===== src/rtl/wht_pkg.sv =====
// Shared constants and types for the 4x4 Walsh transform.
// Assumes a fixed 4-point transform in both directions.
package wht_pkg;
    localparam int N_PTS = 4;
    typedef enum logic {PH_LOAD, PH_DRAIN} wht_phase_e;
endpackage


===== src/rtl/wht_row_pass.sv =====
// Horizontal butterfly on one row of four samples, pre-scaled by 4,
// DC term biased by one when its sum term is nonzero.
// Assumes wrapping W-bit arithmetic throughout, as the transform requires.
module wht_row_pass #(
    parameter int W = 16
) (
    input  logic [4*W-1:0] row_i,
    output logic [4*W-1:0] row_o
);
    logic signed [W-1:0] x0, x1, x2, x3;
    logic signed [W-1:0] s02, s13, d13, d02;
    logic signed [W-1:0] ta, td, tc, tb;
    logic [W-1:0] dc_bias;

    // Butterfly with scale and DC bias, all in W bits.
    always_comb begin
        x0 = row_i[0*W +: W];
        x1 = row_i[1*W +: W];
        x2 = row_i[2*W +: W];
        x3 = row_i[3*W +: W];
        s02 = x0 + x2;
        s13 = x1 + x3;
        d13 = x1 - x3;
        d02 = x0 - x2;
        ta = s02 <<< 2;
        td = s13 <<< 2;
        tc = d13 <<< 2;
        tb = d02 <<< 2;
        dc_bias = {{(W-1){1'b0}}, (ta != '0)};
        row_o[0*W +: W] = ta + td + dc_bias;
        row_o[1*W +: W] = tb + tc;
        row_o[2*W +: W] = tb - tc;
        row_o[3*W +: W] = ta - td;
    end
endmodule


===== src/rtl/wht_col_pass.sv =====
// Vertical butterfly on one column of four row-pass results.
// Widens to WW bits, corrects negatives by one, rounds with +3 and an
// arithmetic shift of 3, then truncates back to W bits.
// Assumes WW >= W + 3 so the sums cannot overflow.
module wht_col_pass #(
    parameter int W  = 16,
    parameter int WW = 32
) (
    input  logic [4*W-1:0] col_i,
    output logic [4*W-1:0] col_o
);
    logic signed [WW-1:0] e [4];
    logic signed [WW-1:0] raw [4];
    logic signed [WW-1:0] s_ev, s_od, d_od, d_ev;

    function automatic logic signed [W-1:0] round_narrow(input logic signed [WW-1:0] v);
        logic signed [WW-1:0] t;
        t = v + {{(WW-1){1'b0}}, v[WW-1]};
        t = t + WW'(3);
        return t[W+2:3];
    endfunction

    // Sign-extend the four column entries.
    always_comb begin
        for (int j = 0; j < 4; j++)
            e[j] = {{(WW-W){col_i[j*W+W-1]}}, col_i[j*W +: W]};
    end

    // Wide butterfly.
    always_comb begin
        s_ev = e[0] + e[2];
        s_od = e[1] + e[3];
        d_od = e[1] - e[3];
        d_ev = e[0] - e[2];
        raw[0] = s_ev + s_od;
        raw[1] = d_ev + d_od;
        raw[2] = d_ev - d_od;
        raw[3] = s_ev - s_od;
    end

    // Rounding and narrowing, one lane per output.
    for (genvar r = 0; r < 4; r++) begin : g_round
        assign col_o[r*W +: W] = round_narrow(raw[r]);
    end
endmodule


===== src/rtl/wht_ctrl.sv =====
// Handshake controller: counts four accepted input rows, then four
// delivered output rows, and never overlaps the two phases.
// Assumes a single tile in flight.
module wht_ctrl (
    input  logic       clk,
    input  logic       rst_n,
    input  logic       in_valid,
    input  logic       out_ready,
    output logic       in_ready,
    output logic       out_valid,
    output logic       in_fire,
    output logic [1:0] row_idx
);
    import wht_pkg::*;

    wht_phase_e phase;
    logic       out_fire;

    // Phase decode and handshake strobes.
    always_comb begin
        in_ready  = (phase == PH_LOAD);
        out_valid = (phase == PH_DRAIN);
        in_fire   = in_valid && in_ready;
        out_fire  = out_valid && out_ready;
    end

    // Row counter and phase switching.
    always_ff @(posedge clk) begin
        if (!rst_n) begin
            phase   <= PH_LOAD;
            row_idx <= '0;
        end else if (in_fire) begin
            row_idx <= row_idx + 2'd1;
            if (row_idx == 2'd3) phase <= PH_DRAIN;
        end else if (out_fire) begin
            row_idx <= row_idx + 2'd1;
            if (row_idx == 2'd3) phase <= PH_LOAD;
        end
    end
endmodule


===== src/rtl/wht4x4_fwd.sv =====
// Top of the forward 4x4 scaled Walsh transform. Rows are transformed on
// entry and stored; columns are transformed from the stored tile and the
// requested output row is muxed out.
// Assumes one tile in flight; the buffer needs no reset since reads occur
// only after four writes.
module wht4x4_fwd #(
    parameter int SAMPLE_W = 16,
    parameter int WIDE_W   = 32
) (
    input  logic                  clk,
    input  logic                  rst_n,
    input  logic                  in_valid,
    output logic                  in_ready,
    input  logic [4*SAMPLE_W-1:0] in_row,
    output logic                  out_valid,
    input  logic                  out_ready,
    output logic [4*SAMPLE_W-1:0] out_row
);
    import wht_pkg::*;
    localparam int ROW_W = N_PTS * SAMPLE_W;

    logic             in_fire;
    logic [1:0]       row_idx;
    logic [ROW_W-1:0] row_res;
    logic [SAMPLE_W-1:0] tbuf [N_PTS][N_PTS];
    logic [ROW_W-1:0] col_in  [N_PTS];
    logic [ROW_W-1:0] col_res [N_PTS];

    wht_ctrl u_ctrl (
        .clk       (clk),
        .rst_n     (rst_n),
        .in_valid  (in_valid),
        .out_ready (out_ready),
        .in_ready  (in_ready),
        .out_valid (out_valid),
        .in_fire   (in_fire),
        .row_idx   (row_idx)
    );

    wht_row_pass #(.W(SAMPLE_W)) u_row (
        .row_i (in_row),
        .row_o (row_res)
    );

    // Store the row-pass result of each accepted row.
    always_ff @(posedge clk) begin
        if (in_fire) begin
            for (int j = 0; j < N_PTS; j++)
                tbuf[row_idx][j] <= row_res[j*SAMPLE_W +: SAMPLE_W];
        end
    end

    // Gather each buffer column for the vertical pass.
    always_comb begin
        for (int k = 0; k < N_PTS; k++)
            for (int i = 0; i < N_PTS; i++)
                col_in[k][i*SAMPLE_W +: SAMPLE_W] = tbuf[i][k];
    end

    for (genvar k = 0; k < N_PTS; k++) begin : g_col
        wht_col_pass #(.W(SAMPLE_W), .WW(WIDE_W)) u_col (
            .col_i (col_in[k]),
            .col_o (col_res[k])
        );
    end

    // Select the current output row from all four column results.
    always_comb begin
        for (int k = 0; k < N_PTS; k++)
            out_row[k*SAMPLE_W +: SAMPLE_W] = col_res[k][row_idx*SAMPLE_W +: SAMPLE_W];
    end
endmodule


===== config.mk =====
export PLATFORM = sky130hd
export DESIGN_NAME = wht4x4_fwd
export DESIGN_NICKNAME = d
export VERILOG_FILES = /design/src/rtl/wht_pkg.sv /design/src/rtl/wht_row_pass.sv /design/src/rtl/wht_col_pass.sv /design/src/rtl/wht_ctrl.sv /design/src/rtl/wht4x4_fwd.sv
export SDC_FILE = /design/constraint.sdc
export NUM_CORES = 1
export LEC_CHECK = 0
export ABC_CLOCK_PERIOD_IN_PS = 7800
export BUFFER_PORTS_ARGS = -buffer_cell sky130_fd_sc_hd__buf_4
export CAP_MARGIN = 20
export CORE_ASPECT_RATIO = 2
export CORE_MARGIN = 2
export CORE_UTILIZATION = 25
export CTS_CLUSTER_DIAMETER = 30
export DETAILED_ROUTE_END_ITERATION = 10
export GPL_TIMING_DRIVEN = 0
export PLACE_DENSITY = 0.42
export SLEW_MARGIN = 15
export SYNTH_ARGS = -nofsm -noshare
export SYNTH_HDL_FRONTEND = slang
export SYNTH_SLANG_ARGS = --single-unit

===== constraint.sdc =====
create_clock -name clk -period 7.8 [get_ports clk]
set_clock_uncertainty 0.1 [all_clocks]
set_input_delay 1.17 -clock clk [delete_from_list [all_inputs] [get_ports clk]]
set_output_delay 1.17 -clock clk [all_outputs]
set_load 0.02 [all_outputs]

==> results.md <==
- Run status: completed
- Post-synth EDFFs: 220
- Vias in the first global route: 36800
- CP Launch Type: flip-flop
- Core ar.: 0.157 mm²
- Ys flop type: edfxtp_1
- Netlist cell types: 112
- Final Critical Period: 7780 ps
- Global placer's final weighted congestion: 0.935
- DRC violations left: 0
- Antenna viol nets, final: 0
- WL per Instance: 22.1 µm
- TNS Setup: 0 ps
- Final Cycle Share: 99.8%
- Crit path max fanout: 5
- Die width: 286 µm
- Post-synth top area cell: ha_1
- Slew headroom: 18.8%
- Storage element area: 0.00667 mm²
- Chip Height: 568 µm
- Pins Over Slew Limit: 0
- Post-synthesis register bit count: 223
- Mapped Area: 0.0397 mm²
- Clock Pin Slew Worst Setup and Hold Paths: 80 ps
- DR vias/cell: 5.04
- Slew @ Worst Pin: 1210 ps
- Die area: 0.162 mm²
- Number of iterations in the first detailed-routing pass: 8
- Fmax achieved: 0.128 GHz
- CP max-delay cell: or4_4
- Synthesis-to-layout area growth: 18.9%
- Most frequent CP cell: buf_6
- Inserted Clock Buffers: 24
- Final setup viols: 0
- Most frequent cell after synthesis: ha_1
- Ys Warns: 0
- Clock Latency Late Sink: 610 ps
- Final Non-Filler Cells: 7280
- Largest net degree at the start of global routing: 30
- WS Path Type: reg -> out
- Worst-case clock buffer depth: 3
- Starting density of the core: 25.2%
- Mapped Cells: 4924
- CP Capture Type: primary output
- Syn nets: 5606
- Port bufs: 125
- CTS tree: built
- Synth cell count leaders: 574 x ha_1, 559 x inv_1, 435 x xnor2_1
- Register area share after synthesis: 16.8%
- Max-Cap Viols: 0
- Ranking of synthesized cells by area: ha_1 18%, edfxtp_1 17%, xnor2_1 9.6%, inv_1 5.3%, a21oi_1 4.4%
- HP Class: reg -> reg
- GRT Residual Overflow: 0
- Yosys top cell area share: 18.1%
- Filler instances: 17000
- Layout cells sized above 1: 14.7%
- Count of final hold-check violations: 0
- Post-synthesis async set-or-reset flop share: 0%
- Rows: 206
- RSZ-0062 raised after global routing: yes
- HPWL after detailed placement: 137000 µm
- Crit path DAT: 6510 ps
- Initial DRC Count: 1783
- Antenna violations before repair: 4
- Nets: 5863
- Final wirelength: 161000 µm
- Routed via count: 36700
- Footprint of the multi-input gates: 0.0323 mm²
- Sink Count: 223
- Critical Path RT: 6530 ps
- Placement Cell Area: 0.0434 mm²
- GRT Overall Usage: 19.1%
- Root buffer cell: clkbuf_16
- Post-route cell area: 0.0472 mm²
- Max incr delay on CP: 530 ps
- H-tree Lvls: 1
- Ports: 134
- Inst Count DP: 7139
- Syn_area_per_cell: 8.06 µm²
- First-pass GRT wire length: 230000 µm
placed cells by master, fill, tap and decap left out, types with 41 or more instances in the layout:
| master | count |
|---|---|
| nor2_1 | 391 |
| o21a_1 | 48 |
| nor3_1 | 147 |
| a21oi_2 | 62 |
| a21oi_1 | 283 |
| clkbuf_1 | 98 |
| o21ai_0 | 157 |
| inv_1 | 552 |
| edfxtp_1 | 220 |
| xor2_1 | 159 |
| a211oi_1 | 41 |
| buf_4 | 238 |
| nand2b_1 | 108 |
| o211ai_1 | 45 |
| a21o_1 | 67 |
| o21bai_1 | 86 |
| nand2_1 | 227 |
| nor2b_1 | 77 |
| nand3_1 | 77 |
| ha_1 | 541 |
| or3_1 | 46 |
| xnor2_1 | 422 |
cells by family (layout without fill, tap and decap cells):
logic type / count (synthesis) / count (layout) / synth area share [%]
flops: 223 / 223 / 16.8
xor+xnor: 603 / 603 / 13.4
mux: 68 / 68 / 2.65
other cells: 0 / 2 / 0
buf+inv: 737 / 1010 / 7.06
simple gates: 1396 / 1396 / 18.0
fa+ha+maj: 614 / 614 / 20.1
compound gates: 1283 / 1284 / 22.0
layer usage:
layer,global-route usage (%),share of wire [%],wire length (µm),up-vias
met3,1.30,2.4,3840,388
met1,17.4,34,54600,17500
met2,39.0,55,89200,828
met4,13.3,8.4,13600,2
met5,0,0.0093,15,-
li1,-,-,-,18000
area by class of cell:
type                       count  area share, %
antenna                        2         0.0106
buffer                       146           1.36
clock buffer                  26           1.33
clock inverter                17          0.424
inverter                     566           4.51
multi-input combinational   3965           68.4
sequential                   223           14.1
tap                         2080           5.51
timing repair buffer         255           4.30
timing repair:
action / in CTS / in global routing
gates cloned: 0 / 1
hold buffers: 0 / 0
buffers inserted: 50 / 70
setup endpoints to repair: 64 / 61
pin swaps: 71 / 121
gates resized for setup: 251 / 219
path summary, 6_finish.rpt:
check                          from  cells after the start  slack [ps]          endpoint
hold / removal     u_ctrl.out_valid                      2         480  u_ctrl.out_valid
hold reg to reg    u_ctrl.out_valid                      2         480  u_ctrl.out_valid
setup / recovery        tbuf[1][51]                     25          20       out_row[15]
setup reg to reg  u_ctrl.row_idx[1]                      7        3450       tbuf[1][38]
sequential cells by signal (all words and copies together), names as in the netlist:
signal	count
tbuf	220
u_ctrl.out_valid	1
u_ctrl.row_idx	2
critical path, delay by kind of cell, from the launching register on:
| family | cells | cell delay, ps |
|---|---|---|
| flip-flops | 1 | 440 |
| XOR/XNOR | 1 | 150 |
| adder cells (fa/ha/maj) | 2 | 610 |
| AO/OA/AOI/OAI | 14 | 2860 |
| AND/OR/NAND/NOR | 4 | 1210 |
| buffers and inverters | 4 | 630 |
metrics by stage:
stage          hold slack (ps)  setup WS [ps]  util [%]
3_5_place_dp               470          -1300      27.6
6_report                   485           16.1      30.0
2_1_floorplan              523           1010         -
5_1_grt                    533           -191      30.0
4_1_cts                    483           -115      29.1
3_3_place_gp               443          -1500      27.5
Power is not shown: default switching activity piles up to over one toggle a cycle in this logic, so the estimate is an artifact.
